$ cat config.mk
export PLATFORM = sky130hd
export DESIGN_NAME = bbpwm_regulator
export DESIGN_NICKNAME = d
export VERILOG_FILES = /design/src/rtl/bbpwm_pkg.sv /design/src/rtl/bbpwm_period_timer.sv /design/src/rtl/bbpwm_duty_acc.sv /design/src/rtl/bbpwm_modulator.sv /design/src/rtl/bbpwm_regulator.sv
export SDC_FILE = /design/constraint.sdc
export NUM_CORES = 1
export LEC_CHECK = 0
export CAP_MARGIN = 40
export CORE_UTILIZATION = 68
export CTS_CLUSTER_SIZE = 8
export DETAILED_ROUTE_END_ITERATION = 8
export DONT_BUFFER_PORTS = 1
export GPL_ROUTABILITY_DRIVEN = 0
export PLACE_DENSITY_LB_ADDON = 0.1
export SETUP_SLACK_MARGIN = 0.3
export SLEW_MARGIN = 20
export SYNTH_ARGS = -nofsm -noshare
export SYNTH_HDL_FRONTEND = slang
export SYNTH_SLANG_ARGS = --single-unit
$ cat constraint.sdc
create_clock -name clk_i -period 8.8 [get_ports clk_i]
set_clock_uncertainty 0.05 [all_clocks]
set_input_delay 1.76 -clock clk_i [delete_from_list [all_inputs] [get_ports clk_i]]
set_output_delay 1.76 -clock clk_i [all_outputs]
set_load 0.1 [all_outputs]
$ cat src/rtl/bbpwm_pkg.sv
`timescale 1ns/1ps
package bbpwm_pkg;

    typedef enum logic [1:0] {
        STEP_HOLD  = 2'b00,
        STEP_RAISE = 2'b01,
        STEP_LOWER = 2'b10
    } step_e;

    // Dead band (00) and the illegal pair (11) both hold the duty word.
    function automatic step_e decode_flags(input logic raise, input logic lower);
        case ({raise, lower})
            2'b10:   return STEP_RAISE;
            2'b01:   return STEP_LOWER;
            default: return STEP_HOLD;
        endcase
    endfunction

endpackage

$ cat src/rtl/bbpwm_period_timer.sv
`timescale 1ns/1ps
module bbpwm_period_timer #(
    parameter int PERIOD = 200,
    parameter int CNT_W  = $clog2(PERIOD)
) (
    input  logic             clk_i,
    input  logic             rst_i,
    output logic [CNT_W-1:0] cnt_next_o,
    output logic             period_end_o
);
    localparam logic [CNT_W-1:0] LAST = CNT_W'(PERIOD - 1);

    typedef struct packed {
        logic [CNT_W-1:0] cnt;
    } tmr_t;

    tmr_t st_d, st_q;

    always_comb begin
        st_d = st_q;
        if (st_q.cnt == LAST) begin
            st_d.cnt = '0;
        end else begin
            st_d.cnt = st_q.cnt + 1'b1;
        end
    end

    always_ff @(posedge clk_i) begin
        if (rst_i) begin
            // Parked on the last phase so the first edge after release opens phase 0.
            st_q.cnt <= LAST;
        end else begin
            st_q <= st_d;
        end
    end

    assign cnt_next_o   = st_d.cnt;
    assign period_end_o = (st_q.cnt == LAST);

endmodule

$ cat src/rtl/bbpwm_duty_acc.sv
`timescale 1ns/1ps
module bbpwm_duty_acc
    import bbpwm_pkg::*;
#(
    parameter int DUTY_W    = 8,
    parameter int DUTY_MIN  = 0,
    parameter int DUTY_MAX  = 200,
    parameter int DUTY_INIT = 100
) (
    input  logic              clk_i,
    input  logic              rst_i,
    input  logic              period_end_i,
    input  logic              up_i,
    input  logic              down_i,
    input  logic              load_i,
    input  logic [DUTY_W-1:0] load_val_i,
    output logic [DUTY_W-1:0] duty_o,
    output logic [DUTY_W-1:0] duty_next_o
);
    localparam logic [DUTY_W-1:0] LIM_LO = DUTY_W'(DUTY_MIN);
    localparam logic [DUTY_W-1:0] LIM_HI = DUTY_W'(DUTY_MAX);
    localparam logic [DUTY_W-1:0] START  = DUTY_W'(DUTY_INIT);

    typedef struct packed {
        logic [DUTY_W-1:0] duty;
    } acc_t;

    acc_t  st_d, st_q;
    step_e step;
    logic  at_hi, at_lo;
    logic [DUTY_W-1:0] load_clamped;

    always_comb begin
        step  = decode_flags(up_i, down_i);
        at_hi = (int'(st_q.duty) >= DUTY_MAX);
        at_lo = (int'(st_q.duty) <= DUTY_MIN);

        if (int'(load_val_i) > DUTY_MAX) begin
            load_clamped = LIM_HI;
        end else if (int'(load_val_i) < DUTY_MIN) begin
            load_clamped = LIM_LO;
        end else begin
            load_clamped = load_val_i;
        end

        st_d = st_q;
        if (load_i) begin
            st_d.duty = load_clamped;
        end else if (period_end_i) begin
            unique case (step)
                STEP_RAISE: if (!at_hi) st_d.duty = st_q.duty + 1'b1;
                STEP_LOWER: if (!at_lo) st_d.duty = st_q.duty - 1'b1;
                default:    st_d.duty = st_q.duty;
            endcase
        end
    end

    always_ff @(posedge clk_i) begin
        if (rst_i) begin
            st_q.duty <= START;
        end else begin
            st_q <= st_d;
        end
    end

    assign duty_o      = st_q.duty;
    assign duty_next_o = st_d.duty;

endmodule

$ cat src/rtl/bbpwm_modulator.sv
`timescale 1ns/1ps
module bbpwm_modulator #(
    parameter int DUTY_W = 8,
    parameter int CNT_W  = 8
) (
    input  logic              clk_i,
    input  logic              rst_i,
    input  logic [DUTY_W-1:0] duty_next_i,
    input  logic [CNT_W-1:0]  cnt_next_i,
    output logic              pwm_o
);
    localparam int CMP_W = (DUTY_W > CNT_W) ? DUTY_W : CNT_W;

    typedef struct packed {
        logic gate;
    } mod_t;

    mod_t st_d, st_q;
    logic [CMP_W-1:0] duty_x, phase_x;

    always_comb begin
        duty_x  = CMP_W'(duty_next_i);
        phase_x = CMP_W'(cnt_next_i);
        st_d    = st_q;
        // Gate is high while the phase is below the duty word.
        st_d.gate = (duty_x > phase_x);
    end

    always_ff @(posedge clk_i) begin
        if (rst_i) begin
            st_q.gate <= 1'b0;
        end else begin
            st_q <= st_d;
        end
    end

    assign pwm_o = st_q.gate;

endmodule

$ cat src/rtl/bbpwm_regulator.sv
`timescale 1ns/1ps
module bbpwm_regulator #(
    parameter int PERIOD    = 200,
    parameter int DUTY_W    = 8,
    parameter int DUTY_MIN  = 0,
    parameter int DUTY_MAX  = PERIOD,
    parameter int DUTY_INIT = PERIOD / 2
) (
    input  logic              clk_i,
    input  logic              rst_i,
    input  logic              up_i,
    input  logic              down_i,
    input  logic              load_i,
    input  logic [DUTY_W-1:0] load_val_i,
    output logic              pwm_o,
    output logic [DUTY_W-1:0] duty_o
);
    localparam int CNT_W = (PERIOD > 1) ? $clog2(PERIOD) : 1;

    logic [CNT_W-1:0]  cnt_next;
    logic              period_end;
    logic [DUTY_W-1:0] duty_next;

    bbpwm_period_timer #(
        .PERIOD (PERIOD),
        .CNT_W  (CNT_W)
    ) u_timer (
        .clk_i        (clk_i),
        .rst_i        (rst_i),
        .cnt_next_o   (cnt_next),
        .period_end_o (period_end)
    );

    bbpwm_duty_acc #(
        .DUTY_W    (DUTY_W),
        .DUTY_MIN  (DUTY_MIN),
        .DUTY_MAX  (DUTY_MAX),
        .DUTY_INIT (DUTY_INIT)
    ) u_acc (
        .clk_i        (clk_i),
        .rst_i        (rst_i),
        .period_end_i (period_end),
        .up_i         (up_i),
        .down_i       (down_i),
        .load_i       (load_i),
        .load_val_i   (load_val_i),
        .duty_o       (duty_o),
        .duty_next_o  (duty_next)
    );

    bbpwm_modulator #(
        .DUTY_W (DUTY_W),
        .CNT_W  (CNT_W)
    ) u_mod (
        .clk_i       (clk_i),
        .rst_i       (rst_i),
        .duty_next_i (duty_next),
        .cnt_next_i  (cnt_next),
        .pwm_o       (pwm_o)
    );

endmodule

==> results by group <==
Status
  • Run status: completed

Critical path
  • Req. time, crit path: 8.98 ns
  • Arrival time of data at the critical path endpoint: 4.57 ns
  • Critical path capture point type: flop
  • Maximum fanout count along the critical path: 11
  • Most frequent cell on the critical path: ha_1
  • Type of the worst setup path: in2reg
  • Ordered cell list for the critical path: inv_1, ha_1, or3b_1, nor3_2, o21ai_1, nor4_1, nor2_1, ha_1, nand4_1, o21bai_1, a211oi_1
  • Startpoint of the lowest-slack register-to-register path: u_acc.duty_o[3]
  • Number of buffer and inverter stages on the critical path: 1
  • Cell type group with the largest total delay on the critical path: simple AND/OR/NAND/NOR gates
  • Worst r2r dst: u_mod.pwm_o
  • Critical-path cell with the highest stage delay: nor3_2
  • Critical Path Max Stage Delay: 0.53 ns
  • Reg-to-reg setup timing slack: 5.57 ns
  • CP startpoint kind: input pin
  • Path depth of the worst reg2reg path: 10

Synth
  • Mean instance size in the synthesized netlist: 7.914 um^2
  • Synthesized net count: 224
  • Portion of the post-synthesis area used by sequential elements: 0.2183
  • Synthesis Warnings: 0
  • Number of distinct library cell variants in the gate-level netlist after synthesis: 57
  • Cell area after technology mapping: 1559 um^2
  • Number of flops mapped to enable cells by yosys: 0
  • Async set or reset register ratio after synthesis: 0
  • Instance count of the mapped netlist: 197
  • Leading register cell type out of synthesis: dfxtp_1
  • Register bit total from synthesis: 17

CTS
  • Maximum buffer depth of the clock tree: 2
  • Clock slew at the register clock pins of the worst setup and hold paths: 0.12 ns
  • Hold_buf cts: 0
  • Inserted Clock Buffers: 3
  • Post-cts gate resize count: 0
  • Number of post-CTS setup repair buffers: 0
  • CTS H-tree depth: 1
  • Number of clock sinks: 17
  • Source-to-sink clock delay at the later pin of the worst-skew pair: 0.30 ns
  • TritonCTS clock tree: yes
  • Buffer cell driving the clock tree root: clkbuf_4

Pwr
  • PnR Total Power: 442.6 uW
  • IR drop worst, VDD: 0.2375 mV
  • Ratio of total power to cell area: 274.4 nW/um^2
  • Static Leak: 0.6433 nW

Worst hold path
  • WHS Endpoint: u_timer.st_q[2]
  • Hold path startpoint: u_timer.st_q[2]
  • Number of cells on the worst hold path: 2
  • Worst hold-check path type: reg2reg

STA
  • Final-report max-slew violation count: 0
  • Final Setup Violations: 0
  • Fin crit period: 4.395 ns
  • Setup repair after global routing missed its margin: no
  • Setup Total Neg Slack: 0 ns
  • Slew margin rel.: 0.5489
  • Slew at the pin with the worst max-slew slack: 0.6731 ns
  • Final period util: 0.4994
  • Final count of hold timing violations: 0
  • Final Worst Setup Slack: 4.405 ns
  • Achievable Freq: 0.2275 GHz

Drt
  • DRC errors left: 0
  • Initial drt markers: 80
  • Top layer in use: met4
  • Vias/cell: 6.907
  • Routed wl met2: 1.802 mm
  • DRT Wirelength: 4.125 mm
  • Routed wire length per instance: 18.17 um
  • Via count of the routed design: 1,568
  • Pre-Repair DR Iteration Count: 4
  • Post-route ant nets: 0
  • Detailed-route wire length on metal 1: 1.730 mm
  • Detailed-routed wire length on met3: 528 um

Die
  • DIE WIDTH: 49.88 um
  • Die H: 49.88 um
  • Core area: 2062 um^2
  • Initial Util: 0.7561
  • Die area: 2488 um^2
  • Count of boundary I/O pins: 22
  • Number of rows created at floorplan: 16

Placed design
  • Count of port buffers added during placement: 0
  • Detailed Place HPWL: 3.161 mm
  • Setup Slack @ Placement: 4.159 ns

Global routing
  • Combined global-route utilization of all metal layers: 0.3653
  • Wire length of the first global-routing pass: 6.913 mm
  • Vias in the first global route: 1,487
  • Total overflow reported by the global router: 0
  • Antenna violations before repair: 0
  • Pin count of the biggest net entering global routing: 18

Run
  • Max-cap violations: 0

Final layout
  • Filler cells: 162
  • Number of inserted diodes: 0
  • Fraction of layout instances using a drive strength above 1: 0.1000
  • Area growth from synthesis to final layout: 3.451%
  • Layout net count: 228
-- per-stage QoR --
stage | instances | instance area [um^2] | hold slack [ns] | util
floorplan | 197 | 1559 | 0.4799 | -
global placement | 221 | 1559 | 0.5376 | 0.7561
detailed placement | 222 | 1574 | 0.5538 | 0.7634
CTS | 226 | 1600 | 0.5837 | 0.7761
global route | 227 | 1613 | 0.6230 | 0.7822
finish | 227 | 1613 | 0.5822 | 0.7822
-- cells in the final DEF, fill, tap and decap left out, types with 6 or more instances in the layout --
cell and count:
nand3_1 8, nor3_1 8, ha_1 14, o21ai_0 6, inv_1 11, nand2b_1 6, nand2_1 16, buf_4 8
nor2_1 25, dfxtp_1 17
-- how the worst max path moves through the flow --
stage	startpoint	to	slack (ns)	depth (start not counted)
floorplan	up_i	u_mod.pwm_o	4.78	13
global placement	up_i	u_mod.pwm_o	4.32	12
detailed placement	up_i	u_mod.pwm_o	4.16	12
CTS	up_i	u_mod.pwm_o	4.47	12
global route	up_i	u_mod.pwm_o	4.30	11
finish	up_i	u_mod.pwm_o	4.41	11
-- cell usage after synthesis (all sizes together), types with 2 or more instances --
library cell  instances  area, um^2
a211o                 2       17.52
a2111oi               4       47.55
or4b                  2       23.77
a21oi                 2       10.01
mux2i                 2       20.02
nand2                17       66.32
nor2b                 2       12.51
nor4b                 3       26.28
o21a                  2       15.01
or3                   2       12.51
nor2                 25       93.84
nor4                  3       18.77
nand2b                6       37.54
nand4                 4       25.02
ha                   14       175.2
a21o                  2       15.01
clkbuf                6       52.55
inv                  11       41.29
o311ai                3       33.79
and2                  2       12.51
o21ai                11       58.81
a31oi                 2       12.51
and3                  2       12.51
dfxtp                17       340.3
o21bai                2       15.01
nand3                 8       40.04
xnor2                 3       26.28
nor3                  9       50.05
o31ai                 4       30.03
nand3b                2       15.01
o2111ai               3       26.28
buf                   5       41.28
-- layer usage --
metal	global-route usage	up-vias
met3	0.08951	11
met1	0.5047	708
met4	0.05238	0
li1	-	739
met2	0.5811	110
met5	0	-
-- flip-flops by register name (all words and copies together) (netlist names) --
register,cells
u_mod.pwm_o,1
u_acc.duty_o,8
u_timer.st_q,8
-- where the power goes --
group | switching, mW | total [mW] | internal, mW
logic | 0.175 | 0.277 | 0.102
clock network | 0.0286 | 0.0463 | 0.0177
registers | 0.0219 | 0.120 | 0.0976
total | 0.225 | 0.443 | 0.218
-- final cells by class --
cell class / count / area [um^2] / area share
inverter: 11 / 41.29 / 0.02560
timing repair buffer: 10 / 87.58 / 0.05431
sequential: 17 / 340.3 / 0.2110
tap: 27 / 33.78 / 0.02095
clock buffer: 4 / 26.28 / 0.01629
multi-input combinational: 158 / 1084 / 0.6718
-- worst reg2reg max path, stage by stage (launching register included) --
cell	delay [ns]
dfxtp_1	0.32
buf_4	0.26
or3_1	0.45
nor4b_1	0.35
mux2_1	0.37
a221oi_1	0.39
nor2_1	0.11
ha_1	0.32
nand4_1	0.13
o21bai_1	0.18
a211oi_1	0.23
-- cell families (layout without fill, tap and decap cells) --
logic type | count (synthesis) | in the layout | synth area share
and+or+nand+nor | 91 | 91 | 0.3066
AOI/OAI and AO/OA | 46 | 46 | 0.2336
buffers and inverters | 22 | 25 | 0.08667
DFF | 17 | 17 | 0.2183
adders and majority gates | 14 | 14 | 0.1124
xor gates and xnor gates | 4 | 4 | 0.02248
muxes | 3 | 3 | 0.02006
(Power assumes the default switching activity.)
